`src/rtl/irq_redir_pkg.sv`:
```
package irq_redir_pkg;

    // Software-configurable part of one redirection entry
    typedef struct packed {
        logic [7:0] dest;
        logic       mask;
        logic       trig;
        logic       pol;
        logic       dstmode;
        logic [2:0] dmode;
        logic [7:0] vector;
    } entry_cfg_t;

    // Fields carried by one outgoing message
    typedef struct packed {
        logic [7:0] dest;
        logic       dstmode;
        logic [2:0] dmode;
        logic [7:0] vector;
    } msg_t;

    typedef enum logic [0:0] {
        ST_IDLE = 1'b0,
        ST_SEND = 1'b1
    } disp_state_t;

    localparam logic [7:0] IDX_ID  = 8'h00;
    localparam logic [7:0] IDX_VER = 8'h01;
    localparam logic [7:0] IDX_ARB = 8'h02;
    localparam int unsigned TBL_BASE = 16;

    localparam entry_cfg_t ENT_RESET = '{
        dest: 8'h00, mask: 1'b1, trig: 1'b0, pol: 1'b0,
        dstmode: 1'b0, dmode: 3'h0, vector: 8'h00
    };

endpackage

```
`src/rtl/irq_redir_pin.sv`:
```
module irq_redir_pin (
    input  logic       clk,
    input  logic       rst_n,
    input  logic       pin_i,
    input  logic       pol_i,
    input  logic       trig_i,
    input  logic       mask_i,
    input  logic [7:0] vector_i,
    input  logic       eoi_valid,
    input  logic [7:0] eoi_vector,
    input  logic       grant_i,
    output logic       status_o,
    output logic       irr_o,
    output logic       req_o
);

    logic act;
    logic act_q;
    logic sts_q;
    logic irr_q;
    logic edge_hit;
    logic lvl_hit;
    logic eoi_hit;

    assign act      = pin_i ^ pol_i;
    assign edge_hit = ~trig_i & act & ~act_q & ~mask_i;
    assign lvl_hit  = trig_i & act & ~mask_i & ~irr_q & ~sts_q;
    assign eoi_hit  = eoi_valid & trig_i & irr_q & (eoi_vector == vector_i);

    // Last seen activity level, tracked even while masked
    always_ff @(posedge clk or negedge rst_n) begin
        if (!rst_n) begin
            act_q <= 1'b0;
        end else begin
            act_q <= act;
        end
    end

    // Send pending: a new trigger wins over a grant in the same cycle
    always_ff @(posedge clk or negedge rst_n) begin
        if (!rst_n) begin
            sts_q <= 1'b0;
        end else if (edge_hit || lvl_hit) begin
            sts_q <= 1'b1;
        end else if (grant_i) begin
            sts_q <= 1'b0;
        end
    end

    // Remote acknowledge for level entries
    always_ff @(posedge clk or negedge rst_n) begin
        if (!rst_n) begin
            irr_q <= 1'b0;
        end else if (grant_i && trig_i) begin
            irr_q <= 1'b1;
        end else if (eoi_hit) begin
            irr_q <= 1'b0;
        end
    end

    assign status_o = sts_q;
    assign irr_o    = irr_q;
    assign req_o    = sts_q & ~mask_i;

endmodule

```
`src/rtl/irq_redir_regs.sv`:
```
module irq_redir_regs
    import irq_redir_pkg::*;
#(
    parameter int         NUM_PINS = 24,
    parameter logic [7:0] VERSION  = 8'h11
) (
    input  logic                       clk,
    input  logic                       rst_n,
    input  logic                       bus_valid,
    input  logic                       bus_write,
    input  logic                       bus_win,
    input  logic [31:0]                bus_wdata,
    output logic [31:0]                bus_rdata,
    input  logic [NUM_PINS-1:0]        sts_i,
    input  logic [NUM_PINS-1:0]        irr_i,
    output entry_cfg_t [NUM_PINS-1:0]  cfg_o
);

    localparam logic [7:0] MAX_ENT = 8'(NUM_PINS - 1);

    logic [7:0]  idx_q;
    logic [3:0]  id_q;
    logic [3:0]  arb_q;
    logic        wr_idx;
    logic        wr_win;
    logic [31:0] win_val;
    logic        unused_wbits;

    assign wr_idx = bus_valid & bus_write & ~bus_win;
    assign wr_win = bus_valid & bus_write & bus_win;
    assign unused_wbits = ^{bus_wdata[23:17], bus_wdata[14], bus_wdata[12]};

    always_ff @(posedge clk or negedge rst_n) begin
        if (!rst_n) begin
            idx_q <= 8'h00;
        end else if (wr_idx) begin
            idx_q <= bus_wdata[7:0];
        end
    end

    always_ff @(posedge clk or negedge rst_n) begin
        if (!rst_n) begin
            id_q  <= 4'h0;
            arb_q <= 4'h0;
        end else if (wr_win) begin
            if (idx_q == IDX_ID) begin
                id_q <= bus_wdata[27:24];
            end
            if (idx_q == IDX_ARB) begin
                arb_q <= bus_wdata[27:24];
            end
        end
    end

    for (genvar g = 0; g < NUM_PINS; g++) begin : g_ent
        localparam logic [7:0] LO_IDX = 8'(TBL_BASE + 2 * g);
        localparam logic [7:0] HI_IDX = 8'(TBL_BASE + 2 * g + 1);
        entry_cfg_t ent_q;

        always_ff @(posedge clk or negedge rst_n) begin
            if (!rst_n) begin
                ent_q <= ENT_RESET;
            end else if (wr_win && idx_q == LO_IDX) begin
                ent_q.vector  <= bus_wdata[7:0];
                ent_q.dmode   <= bus_wdata[10:8];
                ent_q.dstmode <= bus_wdata[11];
                ent_q.pol     <= bus_wdata[13];
                ent_q.trig    <= bus_wdata[15];
                ent_q.mask    <= bus_wdata[16];
            end else if (wr_win && idx_q == HI_IDX) begin
                ent_q.dest <= bus_wdata[31:24];
            end
        end

        assign cfg_o[g] = ent_q;
    end

    always_comb begin
        win_val = 32'h0;
        if (idx_q == IDX_ID) begin
            win_val = {4'h0, id_q, 24'h0};
        end else if (idx_q == IDX_VER) begin
            win_val = {8'h00, MAX_ENT, 8'h00, VERSION};
        end else if (idx_q == IDX_ARB) begin
            win_val = {4'h0, arb_q, 24'h0};
        end
        for (int i = 0; i < NUM_PINS; i++) begin
            if (idx_q == 8'(TBL_BASE + 2 * i)) begin
                win_val = {15'h0, cfg_o[i].mask, cfg_o[i].trig, irr_i[i],
                           cfg_o[i].pol, sts_i[i], cfg_o[i].dstmode,
                           cfg_o[i].dmode, cfg_o[i].vector};
            end
            if (idx_q == 8'(TBL_BASE + 2 * i + 1)) begin
                win_val = {cfg_o[i].dest, 24'h0};
            end
        end
    end

    assign bus_rdata = bus_win ? win_val : {24'h0, idx_q};

endmodule

```
`src/rtl/irq_redir_disp.sv`:
```
module irq_redir_disp
    import irq_redir_pkg::*;
#(
    parameter int NUM_PINS = 24
) (
    input  logic                  clk,
    input  logic                  rst_n,
    input  logic [NUM_PINS-1:0]   req_i,
    input  msg_t [NUM_PINS-1:0]   msg_i,
    input  logic                  msg_ready,
    output logic                  msg_valid,
    output logic [7:0]            msg_vector,
    output logic [2:0]            msg_dmode,
    output logic                  msg_dstmode,
    output logic [7:0]            msg_dest,
    output logic [NUM_PINS-1:0]   grant_o
);

    localparam int PIN_W = (NUM_PINS > 1) ? $clog2(NUM_PINS) : 1;

    disp_state_t      st_q;
    disp_state_t      st_d;
    logic [PIN_W-1:0] win_idx;
    logic [PIN_W-1:0] sel_q;
    logic             any_req;
    msg_t             snap_q;

    // Lowest pending pin wins
    always_comb begin
        win_idx = '0;
        any_req = 1'b0;
        for (int i = NUM_PINS - 1; i >= 0; i--) begin
            if (req_i[i]) begin
                win_idx = PIN_W'(i);
                any_req = 1'b1;
            end
        end
    end

    always_comb begin
        st_d = st_q;
        unique case (st_q)
            ST_IDLE: if (any_req)   st_d = ST_SEND;
            ST_SEND: if (msg_ready) st_d = ST_IDLE;
            default: st_d = ST_IDLE;
        endcase
    end

    always_ff @(posedge clk or negedge rst_n) begin
        if (!rst_n) begin
            st_q <= ST_IDLE;
        end else begin
            st_q <= st_d;
        end
    end

    always_ff @(posedge clk or negedge rst_n) begin
        if (!rst_n) begin
            sel_q  <= '0;
            snap_q <= '0;
        end else if (st_q == ST_IDLE && any_req) begin
            sel_q  <= win_idx;
            snap_q <= msg_i[win_idx];
        end
    end

    always_comb begin
        msg_valid = 1'b0;
        grant_o   = '0;
        unique case (st_q)
            ST_IDLE: msg_valid = 1'b0;
            ST_SEND: begin
                msg_valid = 1'b1;
                if (msg_ready) begin
                    grant_o[sel_q] = 1'b1;
                end
            end
            default: msg_valid = 1'b0;
        endcase
    end

    assign msg_vector  = snap_q.vector;
    assign msg_dmode   = snap_q.dmode;
    assign msg_dstmode = snap_q.dstmode;
    assign msg_dest    = snap_q.dest;

endmodule

```
`src/rtl/irq_redir_ctrl.sv`:
```
module irq_redir_ctrl
    import irq_redir_pkg::*;
#(
    parameter int         NUM_PINS = 24,
    parameter logic [7:0] VERSION  = 8'h11
) (
    input  logic                clk,
    input  logic                rst_n,
    input  logic                bus_valid,
    input  logic                bus_write,
    input  logic                bus_win,
    input  logic [31:0]         bus_wdata,
    output logic [31:0]         bus_rdata,
    input  logic [NUM_PINS-1:0] irq_pin,
    output logic                msg_valid,
    input  logic                msg_ready,
    output logic [7:0]          msg_vector,
    output logic [2:0]          msg_dmode,
    output logic                msg_dstmode,
    output logic [7:0]          msg_dest,
    input  logic                eoi_valid,
    input  logic [7:0]          eoi_vector
);

    entry_cfg_t [NUM_PINS-1:0] cfg_w;
    msg_t       [NUM_PINS-1:0] msg_w;
    logic       [NUM_PINS-1:0] sts_w;
    logic       [NUM_PINS-1:0] irr_w;
    logic       [NUM_PINS-1:0] req_w;
    logic       [NUM_PINS-1:0] grant_w;

    irq_redir_regs #(
        .NUM_PINS (NUM_PINS),
        .VERSION  (VERSION)
    ) u_regs (
        .clk       (clk),
        .rst_n     (rst_n),
        .bus_valid (bus_valid),
        .bus_write (bus_write),
        .bus_win   (bus_win),
        .bus_wdata (bus_wdata),
        .bus_rdata (bus_rdata),
        .sts_i     (sts_w),
        .irr_i     (irr_w),
        .cfg_o     (cfg_w)
    );

    for (genvar g = 0; g < NUM_PINS; g++) begin : g_pin
        assign msg_w[g] = '{
            dest:    cfg_w[g].dest,
            dstmode: cfg_w[g].dstmode,
            dmode:   cfg_w[g].dmode,
            vector:  cfg_w[g].vector
        };

        irq_redir_pin u_pin (
            .clk        (clk),
            .rst_n      (rst_n),
            .pin_i      (irq_pin[g]),
            .pol_i      (cfg_w[g].pol),
            .trig_i     (cfg_w[g].trig),
            .mask_i     (cfg_w[g].mask),
            .vector_i   (cfg_w[g].vector),
            .eoi_valid  (eoi_valid),
            .eoi_vector (eoi_vector),
            .grant_i    (grant_w[g]),
            .status_o   (sts_w[g]),
            .irr_o      (irr_w[g]),
            .req_o      (req_w[g])
        );
    end

    irq_redir_disp #(
        .NUM_PINS (NUM_PINS)
    ) u_disp (
        .clk         (clk),
        .rst_n       (rst_n),
        .req_i       (req_w),
        .msg_i       (msg_w),
        .msg_ready   (msg_ready),
        .msg_valid   (msg_valid),
        .msg_vector  (msg_vector),
        .msg_dmode   (msg_dmode),
        .msg_dstmode (msg_dstmode),
        .msg_dest    (msg_dest),
        .grant_o     (grant_w)
    );

endmodule

```
`config.mk`:
```
export PLATFORM = sky130hd
export DESIGN_NAME = irq_redir_ctrl
export DESIGN_NICKNAME = d
export VERILOG_FILES = /design/src/rtl/irq_redir_pkg.sv /design/src/rtl/irq_redir_pin.sv /design/src/rtl/irq_redir_regs.sv /design/src/rtl/irq_redir_disp.sv /design/src/rtl/irq_redir_ctrl.sv
export SDC_FILE = /design/constraint.sdc
export NUM_CORES = 2
export LEC_CHECK = 0
export ABC_AREA = 1
export BUFFER_PORTS_ARGS = -buffer_cell sky130_fd_sc_hd__clkbuf_2
export CAP_MARGIN = 15
export CORE_UTILIZATION = 40
export CTS_BUF_LIST = sky130_fd_sc_hd__clkbuf_4 sky130_fd_sc_hd__clkbuf_8
export DETAILED_ROUTE_END_ITERATION = 6
export HOLD_SLACK_MARGIN = 0.06
export PLACE_DENSITY_LB_ADDON = 0.2
export REMOVE_ABC_BUFFERS = 1
export SYNTH_ARGS = -nofsm -noshare
export SYNTH_HDL_FRONTEND = slang
export SYNTH_SLANG_ARGS = --single-unit
```
`constraint.sdc`:
```
create_clock -name clk -period 3.4 [get_ports clk]
set_input_delay 0.68 -clock clk [delete_from_list [all_inputs] [get_ports clk]]
set_output_delay 0.68 -clock clk [all_outputs]
set_load 0.1 [all_outputs]
```
## Word-level counts from Yosys, hierarchy flattened

Cells that the tools add are included.

| operators by class | value |
|---|---|
| mux-type cells | 206 |
| order comparisons | 3 |
| reduce and logical (&&, ||, !) cells | 173 |
| bitwise operators | 437 |
| equality and inequality tests | 74 |

Operators by type and width:

| operator | number |
|---|---|
| $mux W32 | 51 |
| $and A1 B1 Y1 | 267 |
| $eq A8 B6 Y1 const B | 32 |
| $eq A8 B8 Y1 | 24 |
| $not A1 Y1 | 146 |
| $eq A8 B5 Y1 const B | 16 |
| $mux W1 | 123 |
| $mux W5 | 24 |
| $bmux W20 S5 | 1 |
| $reduce_bool A2 Y1 | 48 |
| $logic_and A1 B1 Y1 | 74 |
| $reduce_and A2 Y1 | 26 |
| $mux W24 | 2 |
| $mux W28 | 1 |
| $logic_or A1 B1 Y1 | 24 |
| $xor A1 B1 Y1 | 24 |
| $mux W20 | 1 |
| $lt A5 B6 Y1 const B | 2 |
| $eq A8 B1 Y1 const B | 1 |
| $eq A8 B2 Y1 const B | 1 |
| $logic_not A8 Y1 | 1 |
| $demux W1 S5 | 1 |
| $ge A5 B1 Y1 const B | 1 |
| $pmux W1 S2 | 2 |

| storage, ports and cells | value |
|---|---|
| output and inout port bits | 53 |
| word-level logic and storage cells | 1,142 |
| input port bits | 71 |
| register bits | 666 |

## Longest topological paths before layout

| logic depth | value |
|---|---|
| depth after elaboration | 53 |
| gate-level depth with buffers | 46 |
| depth with buffers taken out | 46 |

## Hierarchy

A second synthesis with hierarchy kept.

| second synthesis, totals | value |
|---|---|
| cell total of the unflattened synthesis | 5,878 |
| area, all modules | 39,749.4 um^2 |

Modules (own cells, without submodules):

| module | cells each | area each (um^2) | instances |
|---|---|---|---|
| irq_redir_regs | 3,132 | 25,197.9 | 1 |
| irq_redir_disp | 1,594 | 7,674.9 | 1 |
| irq_redir_pin | 48 | 286.5 | 24 |

## Least setup slack after synthesis

No wires, ideal clock.

| timing path | value |
|---|---|
| kind | register to output |
| start point | reg u_regs.idx_q[2] |
| end point | out bus_rdata[16] |
| data arrival time | 4.084 ns |
| path slack | -1.364 ns |
| buffers on the path | 1 |
| cell stages (with the launch flop) | 45 |
| cells stage by stage | dfrtp_1 buf_6 nor2_2 nand2_4 inv_1 nand2_2 nand2_2 nand2_1 nand4_1 o21ai_1 nand2_1 nand2_1 nand2_1 nand2_1 nand2_1 nand2_1 nand2_1 nand2_1 [... 9 more ...] nand2_1 nand2_1 nand2_1 nand2_1 nand2_1 nand2_1 nand2_1 nand2_1 nand2_1 nand2_1 nand2_1 nand2_1 nand2_1 nand2_1 nand2_1 nand2_1 nand2_1 a21oi_1 |

| between the ends | value |
|---|---|
| longest elaborated chain between the ends | 52 |

Ends and longest elaborated chain:

| item | RTL line | text |
|---|---|---|
| start: declaration | irq_redir_regs.sv:21 | `logic [7:0] idx_q;` |
| start signal: assignment | irq_redir_regs.sv:37 | `idx_q <= bus_wdata[7:0];` |
| $eq A8 B1 Y1 | irq_redir_regs.sv:82 | `end else if (idx_q == IDX_VER) begin` |
| $mux W32 | irq_redir_regs.sv:82 |  |
| $mux W32 | irq_redir_regs.sv:80 | `if (idx_q == IDX_ID) begin` |
| $mux W32 | irq_redir_regs.sv:88 | `if (idx_q == 8'(TBL_BASE + 2 * i)) begin` |
| $mux W32 | irq_redir_regs.sv:93 | `if (idx_q == 8'(TBL_BASE + 2 * i + 1)) begin` |
| $mux W32 | irq_redir_regs.sv:88 |  |
| $mux W32 | irq_redir_regs.sv:93 |  |
| $mux W32 | irq_redir_regs.sv:88 |  |
| [... 36 more ...] | n/a |  |
| $mux W32 | irq_redir_regs.sv:93 |  |
| $mux W32 | irq_redir_regs.sv:88 |  |
| $mux W32 | irq_redir_regs.sv:93 |  |
| $mux W32 | irq_redir_regs.sv:88 |  |
| $mux W32 | irq_redir_regs.sv:93 |  |
| $mux W32 | irq_redir_regs.sv:88 |  |
| $mux W32 * | irq_redir_regs.sv:93 |  |
| $mux W32 * | irq_redir_regs.sv:99 | `assign bus_rdata = bus_win ? win_val : {24'h0, idx_q};` |
| end: declaration | irq_redir_ctrl.sv:13 | `output logic [31:0] bus_rdata,` |

Every way passes the cells marked *; elsewhere a longest branch is shown, timed or not.

## Final worst setup path

| timing path | value |
|---|---|
| start point | reg u_regs.idx_q[2] |
| end point | out bus_rdata[4] |

The elaborated chain is that of the path after synthesis.

==> impl_metrics.sql <==
INSERT INTO impl_metrics (metric_group, metric, value, unit) VALUES
('route', 'avgRoutedWirePerCell', '23.3', 'um'),
('setup_path', 'critPathMostFrequentCell', 'sky130_fd_sc_hd__o21ai_0', ''),
('grt', 'number_of_global_route_vias_before_repair', '37437', ''),
('setup_path', 'timing.critical_path.required', '2.72', 'ns'),
('setup_path', 'worstSetupPathType', 'flip-flop to output port', ''),
('route', 'met2_length', '69700', 'um'),
('final_layout', 'finalCoreUtilization', '55.0', '%'),
('die', 'die_x', '305', 'um'),
('yosys', 'number_of_storage_elements_in_the_synthesis_netlist', '666', ''),
('placed_design', 'place_hpwl', '111000', 'um'),
('yosys', 'synth_top_flop_cell', 'sky130_fd_sc_hd__dfrtp_1', ''),
('cts', 'clkTransAtPathRegs', '0.06', 'ns'),
('die', 'top_level_ports', '124', ''),
('yosys', 'syn_area_per_cell', '7.43', 'um^2'),
('run', 'cap_violations', '0', ''),
('sta', 'rsz0062_at_grt', 'true', ''),
('setup_path', 'critical_path_endpoint_category', 'output port', ''),
('route', 'finalWirelength', '160000', 'um'),
('setup_path', 'worst_path_largest_cell_delay', '0.44', 'ns'),
('cts', 'cts.sink_count', '666', ''),
('grt', 'overflow', '0', ''),
('yosys', 'synthesis.instances', '4947', ''),
('die', 'chipHeight', '305', 'um'),
('placed_design', 'gp_congestion', '1.00', ''),
('setup_path', 'path_max_fanout', '5', ''),
('cts', 'insertion_delay', '0.82', 'ns'),
('route', 'routedLengthMet1', '65300', 'um'),
('yosys', 'synthesis.area', '36800', 'um^2'),
('die', 'initial_core_util', '40.6', '%'),
('cts', 'cts_tree', 'done', ''),
('grt', 'antenna_found_initial', '8', ''),
('setup_path', 'cell_count_of_the_worst_reg_to_reg_path', '32', ''),
('final_layout', 'flow.area_growth_from_synthesis', '35.3', '%'),
('placed_design', 'post-place-ws', '-1.85', 'ns'),
('sta', 'worst-slew-pin-transition', '1.43', 'ns'),
('sta', 'setup_viol', '45', ''),
('die', 'std_cell_rows', '110', ''),
('yosys', 'synth.lib_cells_used.distinct', '52', ''),
('yosys', 'synth-edff-count', '0', ''),
('route', 'num_vias', '39464', ''),
('hold_path', 'hold_crit_depth', '2', ''),
('route', 'drt_pass1_iterations', '7', ''),
('die', 'die-area', '93100', 'um^2'),
('placed_design', 'placement.io_buffers', '110', ''),
('sta', 'post-route-period-util', '159', '%'),
('sta', 'finalClockSkew', '0.0451', 'ns'),
('route', 'detail_route.drc_violations', '1', ''),
('yosys', 'ys_top_cells_by_area', 'sky130_fd_sc_hd__dfrtp_1 44%, sky130_fd_sc_hd__nand2_1 15%, sky130_fd_sc_hd__o21ai_0 13%', ''),
('route', 'drt_iter0_markers', '4468', ''),
('power', 'finalPower', '30100', 'uW'),
('status', 'run_status', 'finished with violations', ''),
('cts', 'clockRootBuffer', 'sky130_fd_sc_hd__clkbuf_8', ''),
('sta', 'final-max-slew-violation-count', '0', ''),
('yosys', 'warnings_from_yosys', '0', ''),
('route', 'ant_nets', '0', ''),
('power', 'cellLeakagePower', '0.0224', 'uW'),
('yosys', 'ys_top_cells_by_count', '1,501 x sky130_fd_sc_hd__nand2_1, 932 x sky130_fd_sc_hd__o21ai_0, 642 x sky130_fd_sc_hd__dfrtp_1', ''),
('sta', 'setup_slack', '-2.02', 'ns'),
('setup_path', 'critical_path.startpoint_type', 'flip-flop', ''),
('yosys', 'synth_async_sr_flop_share', '100', '%'),
('sta', 'slew_headroom', '4.63', '%'),
('sta', 'min_period', '5.42', 'ns'),
('cts', 'htreeDepth', '3', ''),
('route', 'top_layer_used', 'met5', ''),
('setup_path', 'worst_path_max_delay_cell', 'sky130_fd_sc_hd__dfrtp_2', ''),
('status', 'failed_checks', 'DRC, setup timing', ''),
('hold_path', 'hold_path_class', 'input pin to flip-flop', ''),
('sta', 'hold_viol_final', '0', ''),
('sta', 'clock.fmax', '185', 'MHz'),
('setup_path', 'critical_path.cell_chain', 'buf_6 > nor2_4 > nand2_4 > inv_1 > nand2_4 > o21ai_0 > o2111ai_2 > a21oi_2 > o2111ai_1 > a21oi_2 > o2111ai_2 > a221oi_2 > o2111ai_1 > o21ai_0 > nand2_1 > a31oi_2 > o21ai_0 > o21ai_0 > nand2_1 > a21oi_1 > o21ai_0 > nand2_1 > nand2_2 > buf_12', ''),
('final_layout', 'final_layout_net_count', '5641', '');
[cells by family (layout without fill, tap and decap cells)]
| group | count (synthesis) | in the layout | share of synthesized area (%) |
|---|---|---|---|
| and+or+nand+nor | 2021 | 2021 | 22.3 |
| AOI/OAI and AO/OA | 1511 | 1511 | 23.2 |
| buffers and inverters | 669 | 1395 | 7.11 |
| DFF | 666 | 666 | 45.4 |
| xor gates and xnor gates | 79 | 79 | 1.88 |
| other | 1 | 8 | 0.0102 |
[power by group]
part           leakage (uW)  switching [uW]  total, uW  internal (uW)
Clock               0.00150            3770       8770           5000
Sequential          0.00892             462       8920           8460
Combinational        0.0120            7490      12400           4940
[final timing paths]
path / from / end / slack (ns)
setup / recovery: u_regs.idx_q[2] / bus_rdata[4] / -2.02
hold / removal: irq_pin[23] / g_pin[23].u_pin.act_q / 0.1
setup reg to reg: u_regs.cfg_o[543] / u_disp.msg_vector[7] / -0.50
hold reg to reg: u_regs.cfg_o[21] / u_regs.cfg_o[21] / 0.48
max in group asynchronous: rst_n / g_pin[21].u_pin.status_o / 1.97
min in group asynchronous: rst_n / u_regs.cfg_o[185] / 0.41
[routing by layer]
| layer | global-route usage (%) | up-vias |
|---|---|---|
| met2 | 51.2 | 2096 |
| met4 | 18.3 | 6 |
| met5 | 0 | - |
| li1 | - | 17970 |
| met1 | 45.2 | 18877 |
| met3 | 5.81 | 515 |
[through the flow]
| stage | instances | TNS, ns | hold slack (ns) | cell area [um^2] |
|---|---|---|---|---|
| global route | 6854 | -62.48 | 0.0824 | 49800 |
| floorplan | 4613 | -173.21 | 0.384 | 35400 |
| global placement | 6508 | -45.88 | 0.466 | 42900 |
| CTS | 6800 | -56.79 | 0.0609 | 48000 |
| finish | 6856 | -52.06 | 0.0999 | 49800 |
| detailed placement | 6508 | -46.57 | 0.466 | 42900 |
[layout by cell type, fill, tap and decap left out, types with 28 or more instances in the layout]
| cell | Yosys | final |
|---|---|---|
| sky130_fd_sc_hd__a21oi_1 | 241 | 128 |
| sky130_fd_sc_hd__a21oi_2 | 2 | 110 |
| sky130_fd_sc_hd__buf_12 | 0 | 72 |
| sky130_fd_sc_hd__buf_4 | 10 | 581 |
| sky130_fd_sc_hd__buf_6 | 3 | 46 |
| sky130_fd_sc_hd__clkbuf_2 | 0 | 81 |
| sky130_fd_sc_hd__clkbuf_4 | 1 | 28 |
| sky130_fd_sc_hd__clkbuf_8 | 0 | 160 |
| sky130_fd_sc_hd__dfrtp_1 | 642 | 640 |
| sky130_fd_sc_hd__inv_1 | 307 | 288 |
| sky130_fd_sc_hd__nand2_1 | 1501 | 1438 |
| sky130_fd_sc_hd__nand2_2 | 6 | 54 |
| sky130_fd_sc_hd__nand3_1 | 204 | 149 |
| sky130_fd_sc_hd__nand3_2 | 0 | 36 |
| sky130_fd_sc_hd__nor2_1 | 194 | 175 |
| sky130_fd_sc_hd__o2111ai_1 | 104 | 52 |
| sky130_fd_sc_hd__o2111ai_2 | 0 | 47 |
| sky130_fd_sc_hd__o211ai_1 | 67 | 67 |
| sky130_fd_sc_hd__o21ai_0 | 932 | 787 |
| sky130_fd_sc_hd__o21ai_1 | 32 | 134 |
| sky130_fd_sc_hd__o21ai_2 | 0 | 39 |
| sky130_fd_sc_hd__or2_2 | 42 | 42 |
| sky130_fd_sc_hd__xnor2_1 | 47 | 47 |
| sky130_fd_sc_hd__xor2_1 | 32 | 32 |
[worst max-delay path, delay by kind of cell, from the launching register on]
kind | cells | cell delay (ns)
AO/OA/AOI/OAI | 14 | 2.36
AND/OR/NAND/NOR | 7 | 0.71
flip-flops | 1 | 0.44
buffers and inverters | 3 | 0.43
[what timing repair did]
action | in CTS | in global routing
pin swaps | 118 | 206
endpoints found under the setup margin | 48 | 45
setup buffers | 39 | 47
cloned | 17 | 9
gates resized for setup | 357 | 382
hold buffers | 14 | 0
hold endpoints to repair | 43 | 0
[state kept, by name, summed over array words and instances, names as in the netlist]
signal / flops
u_regs.cfg_o: 552
g_pin.u_pin.act_q: 24
g_pin.u_pin.irr_o: 24
g_pin.u_pin.status_o: 24
u_disp.msg_dest: 8
u_disp.msg_vector: 8
u_regs.idx_q: 8
u_disp.sel_q: 5
u_regs.arb_q: 4
u_regs.id_q: 4
u_disp.msg_dmode: 3
u_disp.msg_dstmode: 1
u_disp.st_q: 1
[cell type report]
class | count | area (um^2)
well taps | 1176 | 1470
diodes | 4 | 10.0
fillers | 8477 | 40800
flip-flops and latches | 666 | 16700
multi-input cells | 3615 | 19600
repair inverters | 1 | 16.3
inverters | 332 | 1290
repair buffers | 834 | 7840
clock inverters | 40 | 392
clock buffers | 188 | 2410
Note: power is estimated with default switching activity, not from simulation.
